==> config.mk <==
export PLATFORM = sky130hd
export DESIGN_NAME = xlat_unit
export DESIGN_NICKNAME = d
export VERILOG_FILES = /design/src/rtl/xlat_pkg.sv /design/src/rtl/xlat_seg_decode.sv /design/src/rtl/xlat_tlb.sv /design/src/rtl/xlat_resolve.sv /design/src/rtl/xlat_unit.sv
export SDC_FILE = /design/constraint.sdc
export NUM_CORES = 2
export LEC_CHECK = 0
export ABC_AREA = 1
export BUFFER_PORTS_ARGS = -buffer_cell sky130_fd_sc_hd__buf_2
export CORE_MARGIN = 10
export CORE_UTILIZATION = 45
export CTS_BUF_LIST = sky130_fd_sc_hd__clkbuf_8
export CTS_CLUSTER_DIAMETER = 30
export DETAILED_ROUTE_END_ITERATION = 10
export PLACE_DENSITY = 0.62
export SYNTH_ARGS = -nofsm -noshare
export SYNTH_HDL_FRONTEND = slang
export SYNTH_SLANG_ARGS = --single-unit
==> constraint.sdc <==
create_clock -name clk_i -period 9.9 [get_ports clk_i]
set_input_delay 1.485 -clock clk_i [delete_from_list [all_inputs] [get_ports clk_i]]
set_output_delay 1.485 -clock clk_i [all_outputs]
set_load 0.05 [all_outputs]
==> src/rtl/xlat_pkg.sv <==
package xlat_pkg;
  localparam int VA_W   = 32;
  localparam int OFF_W  = 12;
  localparam int VPN_W  = VA_W - OFF_W - 1;
  localparam int PFN_W  = VA_W - OFF_W;
  localparam int ASID_W = 8;

  typedef enum logic [2:0] {
    RES_HIT      = 3'd0,
    RES_ADDR_ERR = 3'd1,
    RES_MISS     = 3'd2,
    RES_INVALID  = 3'd3,
    RES_MODIFIED = 3'd4
  } xlat_res_e;

  typedef struct packed {
    logic [VPN_W-1:0]       vpn;
    logic [ASID_W-1:0]      asid;
    logic                   glob;
    logic [VA_W-1:0]        end_a;
    logic [1:0][PFN_W-1:0]  pfn;    // [0] even, [1] odd
    logic [1:0]             valid;
    logic [1:0]             dirty;
  } tlb_entry_t;
endpackage

==> src/rtl/xlat_seg_decode.sv <==
module xlat_seg_decode
  import xlat_pkg::*;
(
  input  logic [VA_W-1:0] vaddr_i,
  input  logic            user_mode_i,
  input  logic            err_level_i,
  output logic            seg_err_o,
  output logic            seg_mapped_o,
  output logic [VA_W-1:0] direct_pa_o
);
  localparam logic [VA_W-1:0] CACHED_BASE   = 32'h8000_0000;
  localparam logic [VA_W-1:0] UNCACHED_BASE = 32'hA000_0000;

  always_comb begin
    seg_err_o    = user_mode_i & vaddr_i[VA_W-1];
    seg_mapped_o = 1'b0;
    direct_pa_o  = vaddr_i;
    if (!vaddr_i[VA_W-1]) begin
      seg_mapped_o = !err_level_i;
    end else if (vaddr_i[VA_W-1 -: 3] == 3'b100) begin
      direct_pa_o = vaddr_i - CACHED_BASE;
    end else if (vaddr_i[VA_W-1 -: 3] == 3'b101) begin
      direct_pa_o = vaddr_i - UNCACHED_BASE;
    end else begin
      seg_mapped_o = 1'b1;
    end
  end
endmodule

==> src/rtl/xlat_tlb.sv <==
module xlat_tlb
  import xlat_pkg::*;
#(
  parameter int ENTRIES = 16,
  localparam int IDX_W  = (ENTRIES > 1) ? $clog2(ENTRIES) : 1
) (
  input  logic              clk_i,
  input  logic              rst_ni,
  input  logic              we_i,
  input  logic [IDX_W-1:0]  widx_i,
  input  tlb_entry_t        wentry_i,
  input  logic [VA_W-1:0]   vaddr_i,
  input  logic [ASID_W-1:0] asid_i,
  output logic              hit_o,
  output tlb_entry_t        hit_entry_o
);
  tlb_entry_t           tbl_q [ENTRIES];
  logic [ENTRIES-1:0]   match;
  logic [ENTRIES-1:0]   sel_oh;

  for (genvar g = 0; g < ENTRIES; g++) begin : g_ent
    always_ff @(posedge clk_i or negedge rst_ni) begin
      if (!rst_ni)                                     tbl_q[g] <= '0;
      else if (we_i && widx_i == IDX_W'(g))            tbl_q[g] <= wentry_i;
    end
    assign match[g] = (tbl_q[g].glob || tbl_q[g].asid == asid_i) &&
                      (tbl_q[g].vpn == vaddr_i[VA_W-1 -: VPN_W]) &&
                      (vaddr_i < tbl_q[g].end_a);
  end

  // lowest index wins
  always_comb begin
    sel_oh = '0;
    for (int i = ENTRIES - 1; i >= 0; i--) begin
      if (match[i]) sel_oh = ENTRIES'(1) << i;
    end
  end

  always_comb begin
    hit_entry_o = '0;
    for (int i = 0; i < ENTRIES; i++) begin
      if (sel_oh[i]) hit_entry_o = tbl_q[i];
    end
  end

  assign hit_o = |sel_oh;

  assert_one_winner_R10: assert property (@(posedge clk_i) disable iff (!rst_ni)
    $onehot0(sel_oh));
  assert_winner_matches_R10: assert property (@(posedge clk_i) disable iff (!rst_ni)
    (sel_oh & ~match) == '0 && (hit_o == (match != '0)));
  assert_write_lands_R12: assert property (@(posedge clk_i) disable iff (!rst_ni)
    we_i |=> tbl_q[$past(widx_i)] == $past(wentry_i));
endmodule

==> src/rtl/xlat_resolve.sv <==
module xlat_resolve
  import xlat_pkg::*;
(
  input  logic            seg_err_i,
  input  logic            seg_mapped_i,
  input  logic [VA_W-1:0] direct_pa_i,
  input  logic            tlb_hit_i,
  input  tlb_entry_t      entry_i,
  input  logic [VA_W-1:0] vaddr_i,
  input  logic            write_i,
  output xlat_res_e       res_o,
  output logic [VA_W-1:0] paddr_o,
  output logic            rd_ok_o,
  output logic            wr_ok_o
);
  logic odd;
  assign odd = vaddr_i[OFF_W];

  always_comb begin
    res_o   = RES_HIT;
    paddr_o = '0;
    rd_ok_o = 1'b0;
    wr_ok_o = 1'b0;
    if (seg_err_i) begin
      res_o = RES_ADDR_ERR;
    end else if (!seg_mapped_i) begin
      paddr_o = direct_pa_i;
      rd_ok_o = 1'b1;
      wr_ok_o = 1'b1;
    end else if (!tlb_hit_i) begin
      res_o = RES_MISS;
    end else if (!entry_i.valid[odd]) begin
      res_o = RES_INVALID;
    end else if (write_i && !entry_i.dirty[odd]) begin
      res_o = RES_MODIFIED;
    end else begin
      paddr_o = {entry_i.pfn[odd], vaddr_i[OFF_W-1:0]};
      rd_ok_o = 1'b1;
      wr_ok_o = entry_i.dirty[odd];
    end
  end
endmodule

==> src/rtl/xlat_unit.sv <==
module xlat_unit
  import xlat_pkg::*;
#(
  parameter int TLB_ENTRIES = 16,
  localparam int IDX_W = (TLB_ENTRIES > 1) ? $clog2(TLB_ENTRIES) : 1
) (
  input  logic              clk_i,
  input  logic              rst_ni,
  input  logic              req_valid_i,
  input  logic [31:0]       vaddr_i,
  input  logic              write_i,
  input  logic              user_mode_i,
  input  logic              err_level_i,
  input  logic [7:0]        asid_i,
  input  logic              tlb_we_i,
  input  logic [IDX_W-1:0]  tlb_idx_i,
  input  logic [18:0]       tlb_vpn_i,
  input  logic [7:0]        tlb_asid_i,
  input  logic              tlb_global_i,
  input  logic [31:0]       tlb_end_i,
  input  logic [19:0]       tlb_pfn_even_i,
  input  logic [19:0]       tlb_pfn_odd_i,
  input  logic              tlb_valid_even_i,
  input  logic              tlb_valid_odd_i,
  input  logic              tlb_dirty_even_i,
  input  logic              tlb_dirty_odd_i,
  output logic              rsp_valid_o,
  output logic [31:0]       paddr_o,
  output logic              rd_ok_o,
  output logic              wr_ok_o,
  output logic [2:0]        result_o
);
  logic            seg_err, seg_mapped, tlb_hit;
  logic [VA_W-1:0] direct_pa, paddr_d;
  tlb_entry_t      wentry, hit_entry;
  xlat_res_e       res_d;
  logic            rd_d, wr_d;

  always_comb begin
    wentry       = '0;
    wentry.vpn   = tlb_vpn_i;
    wentry.asid  = tlb_asid_i;
    wentry.glob  = tlb_global_i;
    wentry.end_a = tlb_end_i;
    wentry.pfn   = {tlb_pfn_odd_i, tlb_pfn_even_i};
    wentry.valid = {tlb_valid_odd_i, tlb_valid_even_i};
    wentry.dirty = {tlb_dirty_odd_i, tlb_dirty_even_i};
  end

  xlat_seg_decode i_seg (
    .vaddr_i      (vaddr_i),
    .user_mode_i  (user_mode_i),
    .err_level_i  (err_level_i),
    .seg_err_o    (seg_err),
    .seg_mapped_o (seg_mapped),
    .direct_pa_o  (direct_pa)
  );

  xlat_tlb #(.ENTRIES(TLB_ENTRIES)) i_tlb (
    .clk_i       (clk_i),
    .rst_ni      (rst_ni),
    .we_i        (tlb_we_i),
    .widx_i      (tlb_idx_i),
    .wentry_i    (wentry),
    .vaddr_i     (vaddr_i),
    .asid_i      (asid_i),
    .hit_o       (tlb_hit),
    .hit_entry_o (hit_entry)
  );

  xlat_resolve i_res (
    .seg_err_i    (seg_err),
    .seg_mapped_i (seg_mapped),
    .direct_pa_i  (direct_pa),
    .tlb_hit_i    (tlb_hit),
    .entry_i      (hit_entry),
    .vaddr_i      (vaddr_i),
    .write_i      (write_i),
    .res_o        (res_d),
    .paddr_o      (paddr_d),
    .rd_ok_o      (rd_d),
    .wr_ok_o      (wr_d)
  );

  always_ff @(posedge clk_i or negedge rst_ni) begin
    if (!rst_ni) begin
      rsp_valid_o <= 1'b0;
      paddr_o     <= '0;
      rd_ok_o     <= 1'b0;
      wr_ok_o     <= 1'b0;
      result_o    <= '0;
    end else begin
      rsp_valid_o <= req_valid_i;
      if (req_valid_i) begin
        paddr_o  <= paddr_d;
        rd_ok_o  <= rd_d;
        wr_ok_o  <= wr_d;
        result_o <= res_d;
      end
    end
  end

  assert_rsp_latency_R11: assert property (@(posedge clk_i) disable iff (!rst_ni)
    req_valid_i |=> rsp_valid_o);
  assert_rsp_idle_R11: assert property (@(posedge clk_i) disable iff (!rst_ni)
    !req_valid_i |=> (!rsp_valid_o && $stable(paddr_o) && $stable(result_o)));
  assert_user_err_R1: assert property (@(posedge clk_i) disable iff (!rst_ni)
    (req_valid_i && user_mode_i && vaddr_i[31]) |=>
      (result_o == RES_ADDR_ERR && !rd_ok_o && !wr_ok_o));
  assert_kseg_direct_R3: assert property (@(posedge clk_i) disable iff (!rst_ni)
    (req_valid_i && !user_mode_i && vaddr_i[31:30] == 2'b10) |=>
      (result_o == RES_HIT && paddr_o[31:29] == 3'b000 &&
       paddr_o[28:0] == $past(vaddr_i[28:0])));
  assert_fail_no_perm_R8: assert property (@(posedge clk_i) disable iff (!rst_ni)
    (rsp_valid_o && result_o != RES_HIT) |-> (!rd_ok_o && !wr_ok_o && paddr_o == '0));
  assert_wr_needs_rd_R9: assert property (@(posedge clk_i) disable iff (!rst_ni)
    wr_ok_o |-> rd_ok_o);
endmodule

Word level (Yosys, flattened, before mapping)
Cells that the tools add are included.
{"block": "classes", "add_sub_neg": 2, "order_cmp": 17, "eq_ne": 49, "muxes": 64, "n_bitwise": 1, "n_reduce_logical": 69}
{"cell": "44-bit 2-to-1 mux", "n": 16}
{"cell": "32-bit < comparator", "n": 16}
{"cell": "19-bit equality test", "n": 16}
{"cell": "16-bit 2-to-1 mux", "n": 16}
{"cell": "32-bit 2-to-1 mux", "n": 8}
{"cell": "8-bit equality test", "n": 16}
{"cell": "32-bit subtractor, second input constant", "n": 2}
{"cell": "1-bit logical AND", "n": 49}
{"cell": "20-bit 2-to-1 mux", "n": 2}
{"cell": "4-bit equality test, second input constant", "n": 8}
{"cell": "1-bit 2-to-1 mux", "n": 17}
{"cell": "4-bit by 3-bit equality test with 1-bit output, second input constant", "n": 4}
{"cell": "1-bit logical OR", "n": 16}
{"cell": "16-bit OR reduction", "n": 1}
{"cell": "3-bit 2-to-1 mux", "n": 5}
{"cell": "4-bit by 2-bit equality test with 1-bit output, second input constant", "n": 2}
{"cell": "3-bit equality test, second input constant", "n": 2}
{"cell": "4-bit by 1-bit equality test with 1-bit output, second input constant", "n": 1}
{"cell": "4-bit zero test", "n": 1}
{"cell": "1-bit zero test", "n": 2}
{"cell": "1-bit by 2-bit < comparator with 1-bit output, second input constant", "n": 1}
{"cell": "1-bit bitwise AND", "n": 1}
{"block": "word_totals", "reg_bits": 1702}

Depth between registers and ports, before layout
{"block": "depth", "ltp_word": 45, "ltp_mapped": 36, "depth_no_buf": 35}

Modules after synthesis
From an unflattened synthesis, not the netlist that was laid out.
{"block": "unflattened", "hier_cells": 13053, "area_unflattened_um2": 96792.8}
{"mod": "xlat_tlb", "instances": 1, "cells_per_inst": 12638, "area_each_um2": 94061.5, "seq_area_each_um2": 41639.9}
{"mod": "xlat_unit", "instances": 1, "cells_per_inst": 157, "area_each_um2": 1438.9, "seq_area_each_um2": 950.9}
{"mod": "xlat_resolve", "instances": 1, "cells_per_inst": 206, "area_each_um2": 952.2, "seq_area_each_um2": 0.0}
{"mod": "xlat_seg_decode", "instances": 1, "cells_per_inst": 52, "area_each_um2": 340.3, "seq_area_each_um2": 0.0}

Worst setup path before layout
OpenSTA, ideal clock, no wires.
{"block": "synth_timing", "kind": "in2reg", "startpoint": "in vaddr_i[30]", "endpoint": "reg paddr_o[10]", "setup_ns": 0.118, "t_arrival_ns": 4.296, "required_ns": 9.782, "path_slack_ns": 5.486, "path_stages": 27, "cell_sequence": "ha_1 > nand2_1 > nor2_1 > nor3b_2 > and3_1 > nand2_1 > inv_2 > nor2_2 > nor3_4 > nand3_2 > nor2_4 > nand2_4 > nor2_4 > buf_6 > nand3_4 > inv_2 > buf_4 > a21oi_1 > nand2_1 > nand2_1 > nand2_2 > inv_2 > nand2_1 > nand2_2 > buf_6 > nand3_1 > nand2_1"}
{"block": "synth_via", "elab_chain_len": 43, "word_cells_on_any_way": 116, "cone_classes": "order compare (16); eq/ne (18); mux (47); reduce/logical (35)"}
{"item": "from (decl)", "line": "xlat_unit.sv:10", "source": "input logic [31:0] vaddr_i,"}
{"item": "parallel branches: the longest is 41 deep, another holds 32-bit < comparator"}
{"item": "32-bit 2-to-1 mux *", "line": "xlat_resolve.sv:26", "source": "end else if (!seg_mapped_i) begin"}
{"item": "32-bit 2-to-1 mux *", "line": "xlat_resolve.sv:24", "source": "if (seg_err_i) begin"}
{"item": "to (signal assigned)", "line": "xlat_unit.sv:95", "source": "paddr_o <= paddr_d;"}
{"item": "to (decl)", "line": "xlat_unit.sv:28", "source": "output logic [31:0] paddr_o,"}
Every way passes the cells marked *. The select of a mux whose other input is x is not followed.
A chain may end at the register's enable or synchronous reset.

Final worst setup path
{"block": "layout_timing", "startpoint": "in vaddr_i[20]", "endpoint": "reg paddr_o[0]"}
{"block": "layout_via", "elab_chain_len": 43, "word_cells_on_any_way": 108, "cone_classes": "order compare (16); eq/ne (16); mux (41); reduce/logical (35)"}
{"item": "parallel branches: the longest is 17 deep, another holds 32-bit < comparator"}
{"item": "16-bit 2-to-1 mux *", "line": "xlat_tlb.sv:35", "source": "if (match[i]) sel_oh = ENTRIES'(1) << i;"}
{"item": "44-bit 2-to-1 mux (16 in a row)", "line": "xlat_tlb.sv:42", "source": "if (sel_oh[i]) hit_entry_o = tbl_q[i];"}
{"item": "1-bit 2-to-1 mux (not written as such) (2 in a row)", "line": "xlat_resolve.sv:34", "source": "end else if (write_i && !entry_i.dirty[odd]) begin"}
{"item": "1-bit zero test", "line": "xlat_resolve.sv:34"}
{"item": "1-bit logical AND", "line": "xlat_resolve.sv:34"}
{"item": "32-bit 2-to-1 mux", "line": "xlat_resolve.sv:34"}
{"item": "32-bit 2-to-1 mux", "line": "xlat_resolve.sv:32", "source": "end else if (!entry_i.valid[odd]) begin"}
{"item": "32-bit 2-to-1 mux *", "line": "xlat_resolve.sv:30", "source": "end else if (!tlb_hit_i) begin"}
{"item": "32-bit 2-to-1 mux *", "line": "xlat_resolve.sv:26"}
{"item": "32-bit 2-to-1 mux *", "line": "xlat_resolve.sv:24"}
Marks and branches as above.

==> results.cfg <==
[status]
outcome = finished, final reports clean

[cts]
clk_pin_slew_ns = 0.05
clk_latency_ns = 1.11
clock_tree.root_cell = clkbuf_8
cts_tree = built
hold_buffers = 0
clock_sinks = 1702
post_cts_buffers = 0
cts_resized = 0
clk_path_buf_depth = 4
numCtsBuffers = 425
h-tree-depth = 5

[critical_path]
reg2reg_slack_ns = 4.10
cpPeakStageDelay_ns = 0.62
crit_family = simple AND/OR/NAND/NOR gates
r2r-end = paddr_o[0]
crit_path_cell_trace = buf_2 -> buf_4 -> inv_2 -> nand2_1 -> nor3b_1 -> nor3b_1 -> nand4_1 -> nor2_1 -> nand3_1 -> nand2_2 -> nor2_4 -> nand2_4 -> inv_2 -> a21oi_1 -> nand2_1 -> nand2_1 -> nand2_1 -> nand2_2 -> inv_2 -> nand2_1 -> nand2_2 -> nand2_1 -> o21ai_0
critPathMaxFanout = 46
startpoint_type = input pin
cp.required_ns = 10.82
cp_slowest_cell = nor2_1
cp-end-kind = flop
crit_top_cell = nand2_1
critical_path_buf_inv_count = 5
r2r_cells = 31
path_class = in2reg
cp.arrival_ns = 7.74
r2r-start = i_tlb.tbl_q[1531]

[power]
power.leakage_nw = 49.7
ir_worst_vdd_mv = 0.115
internal_power_mw = 16.2
p_clk_frac = 0.431
switchingPower_mw = 6.89
comb_power_share = 0.168
power.density_nw_per_um2 = 231
p_seq_frac = 0.401
swShare = 0.298

[sta]
slew_headroom = 0.137
finalWorstSetupSlack_ns = 3.08
hold_viol = 0
fin_crit_ns = 6.82
rsz0062_at_grt = no
slew_viol_final = 0
fin_setup_tns_ns = 0
tightest_slew_ns = 1.29
fin_skew_ns = 0.0640
fmax_mhz = 147
fin_crit_sh = 0.689
setup_viol = 0

[layout]
nNetsFinal = 11600
drive_gt1_frac = 0.0998
nFillCells = 18200
syn2layout_area_growth_pct = 14.4

[yosys]
ys_dominant_reg_cell = dfrtp_1
synth_xor_area_frac = 0.0213
ys_seq_elements = 1702
synthSimpleGateAreaFrac = 0.198
synth_compound_area_frac = 0.142
synthTopCellsByArea = dfrtp_1, nand2_1, o21ai_0
synth_fp_nets = 11500
avgSynthCellArea_um2 = 8.05
yosys.area.top_type = dfrtp_1
post_synth_instance_area_um2 = 87400
synth_most_common_cell = nand2_1
async_flop_share = 1.00
syn_inst = 10900
synthAdderAreaFrac = 0.0714
synth_top_family_by_area = simple AND/OR/NAND/NOR gates
synth_common_cells = nand2_1, o21ai_0, dfrtp_1
netlist.area_leader.share = 0.487
synth_edf_count = 0
yosysSeqAreaShare = 0.487
synth.distinct_cells = 64
synth_mux_area_frac = 0
synth_warnings = 0

[detailed_routing]
drtIter0Drc = 7953
dr.pass1.iters = 6
routedWlPerCell_um = 21.6
via_count = 75500
drc = 0
ant_nets = 0
wl_um = 298000
via_per_inst = 5.47

[global_route]
grtUsageTotal = 0.277
grt-ovfl-total = 0
grt_pass1_vias = 72600
antenna_found_initial = 44
grt_max_degree = 209
grt_pass1_wl_um = 452000

[place]
dp_hpwl_um = 199000
port_buffers = 192
place_congestion = 0.933
place_ws_ns = 2.24

[floorplan]
pin_count = 193
die_w_um = 461
die_area_um2 = 212000
std_cell_rows = 161
start_util = 0.453
core_um2 = 193000
fp.dieH_um = 461

[run]
cap_viol_max_count = 0

[min_path]
hold_path_class = in2async
how the worst max path moves through the flow:
stage / start / endpoint / slack (ns) / depth (start not counted)
6_report: vaddr_i[20] / paddr_o[0] / 3.08 / 23
5_1_grt: vaddr_i[20] / paddr_o[0] / 3.00 / 26
4_1_cts: vaddr_i[20] / paddr_o[0] / 3.37 / 23
3_5_place_dp: vaddr_i[20] / paddr_o[0] / 2.24 / 23
3_3_place_gp: vaddr_i[20] / paddr_o[0] / 2.16 / 23
2_1_floorplan: vaddr_i[30] / paddr_o[10] / 5.49 / 27
sequential cells by signal, summed over array words and instances, names as in the netlist:
| signal | count |
|---|---|
| i_tlb.tbl_q | 1664 |
| rsp_valid_o | 1 |
| paddr_o | 32 |
| rd_ok_o | 1 |
| result_o | 3 |
| wr_ok_o | 1 |
final cells by class:
class / instances / area [µm²] / area share
clock buffers: 514 / 7070 / 0.0708
diodes: 21 / 52.6 / 0.000526
well taps: 2526 / 3160 / 0.0316
flip-flops and latches: 1702 / 42600 / 0.426
multi-input cells: 7360 / 38000 / 0.380
repair buffers: 286 / 1860 / 0.0186
inverters: 1153 / 4330 / 0.0434
clock inverters: 239 / 2860 / 0.0287
per-stage QoR:
step	utilization	hold WS, ns	power, mW	cells	cell area, µm²
after floorplan	-	0.444	11.8	10900	87400
after global placement	0.467	0.459	13.0	13000	89900
after detailed placement	0.467	0.465	13.2	13000	89900
after CTS	0.518	0.363	23.2	13800	99900
after global routing	0.518	0.376	24.4	13800	99900
final	0.518	0.343	23.1	13800	99900
cells in the final DEF (no fill, tap or decap), types with 13 or more instances in the layout:
cell | synthesis | final
buf_4 | 23 | 80
nand2_4 | 7 | 13
nand3b_1 | 15 | 15
a221oi_1 | 36 | 36
ha_1 | 499 | 499
dfrtp_1 | 1702 | 1702
diode_2 | 0 | 21
xnor2_1 | 100 | 100
bufinv_16 | 0 | 63
clkinv_2 | 0 | 74
clkbuf_8 | 0 | 514
clkinvlp_4 | 0 | 33
inv_1 | 1123 | 1174
nor2_1 | 581 | 574
o21ai_0 | 1711 | 1711
o211ai_1 | 20 | 20
nor3_1 | 62 | 60
nand3_1 | 252 | 245
inv_2 | 25 | 26
a21oi_1 | 516 | 516
nor4_1 | 34 | 33
buf_12 | 0 | 15
nand4_1 | 138 | 138
or2_2 | 33 | 33
xor2_1 | 113 | 113
nand2_1 | 3076 | 3068
buf_2 | 69 | 191
cells by family (layout without fill, tap and decap cells):
kind of cell	count (synthesis)	after routing
simple gates	4263	4263
flops	1702	1702
other cells	0	21
fa+ha+maj	499	499
buf+inv	1791	2192
xor+xnor	213	213
compound gates	2385	2385
worst reg2reg max path: cells and delay by family (launching register included):
family / cells / cell delay (ns)
and+or+nand+nor: 24 / 4.08
buffers and inverters: 5 / 0.73
DFF: 1 / 0.35
adders and majority gates: 1 / 0.32
AOI/OAI and AO/OA: 1 / 0.18
power by group through the flow:
stage	Combinational (mW)	Sequential (mW)	Clock, mW
2_1_floorplan	2.62	9.16	0
3_3_place_gp	3.70	9.32	0
3_5_place_dp	3.85	9.36	0
4_1_cts	3.88	9.26	10.1
5_1_grt	4.51	9.44	10.5
6_report	3.88	9.28	9.96
layer usage:
| layer | global-route usage | vias up | share of wire |
|---|---|---|---|
| li1 | - | 35200 | - |
| met1 | 0.384 | 36600 | 0.43 |
| met2 | 0.421 | 3050 | 0.44 |
| met3 | 0.0613 | 666 | 0.086 |
| met4 | 0.112 | 24 | 0.041 |
| met5 | 0 | - | 0.00051 |
Note: power is estimated with default switching activity, not from simulation.
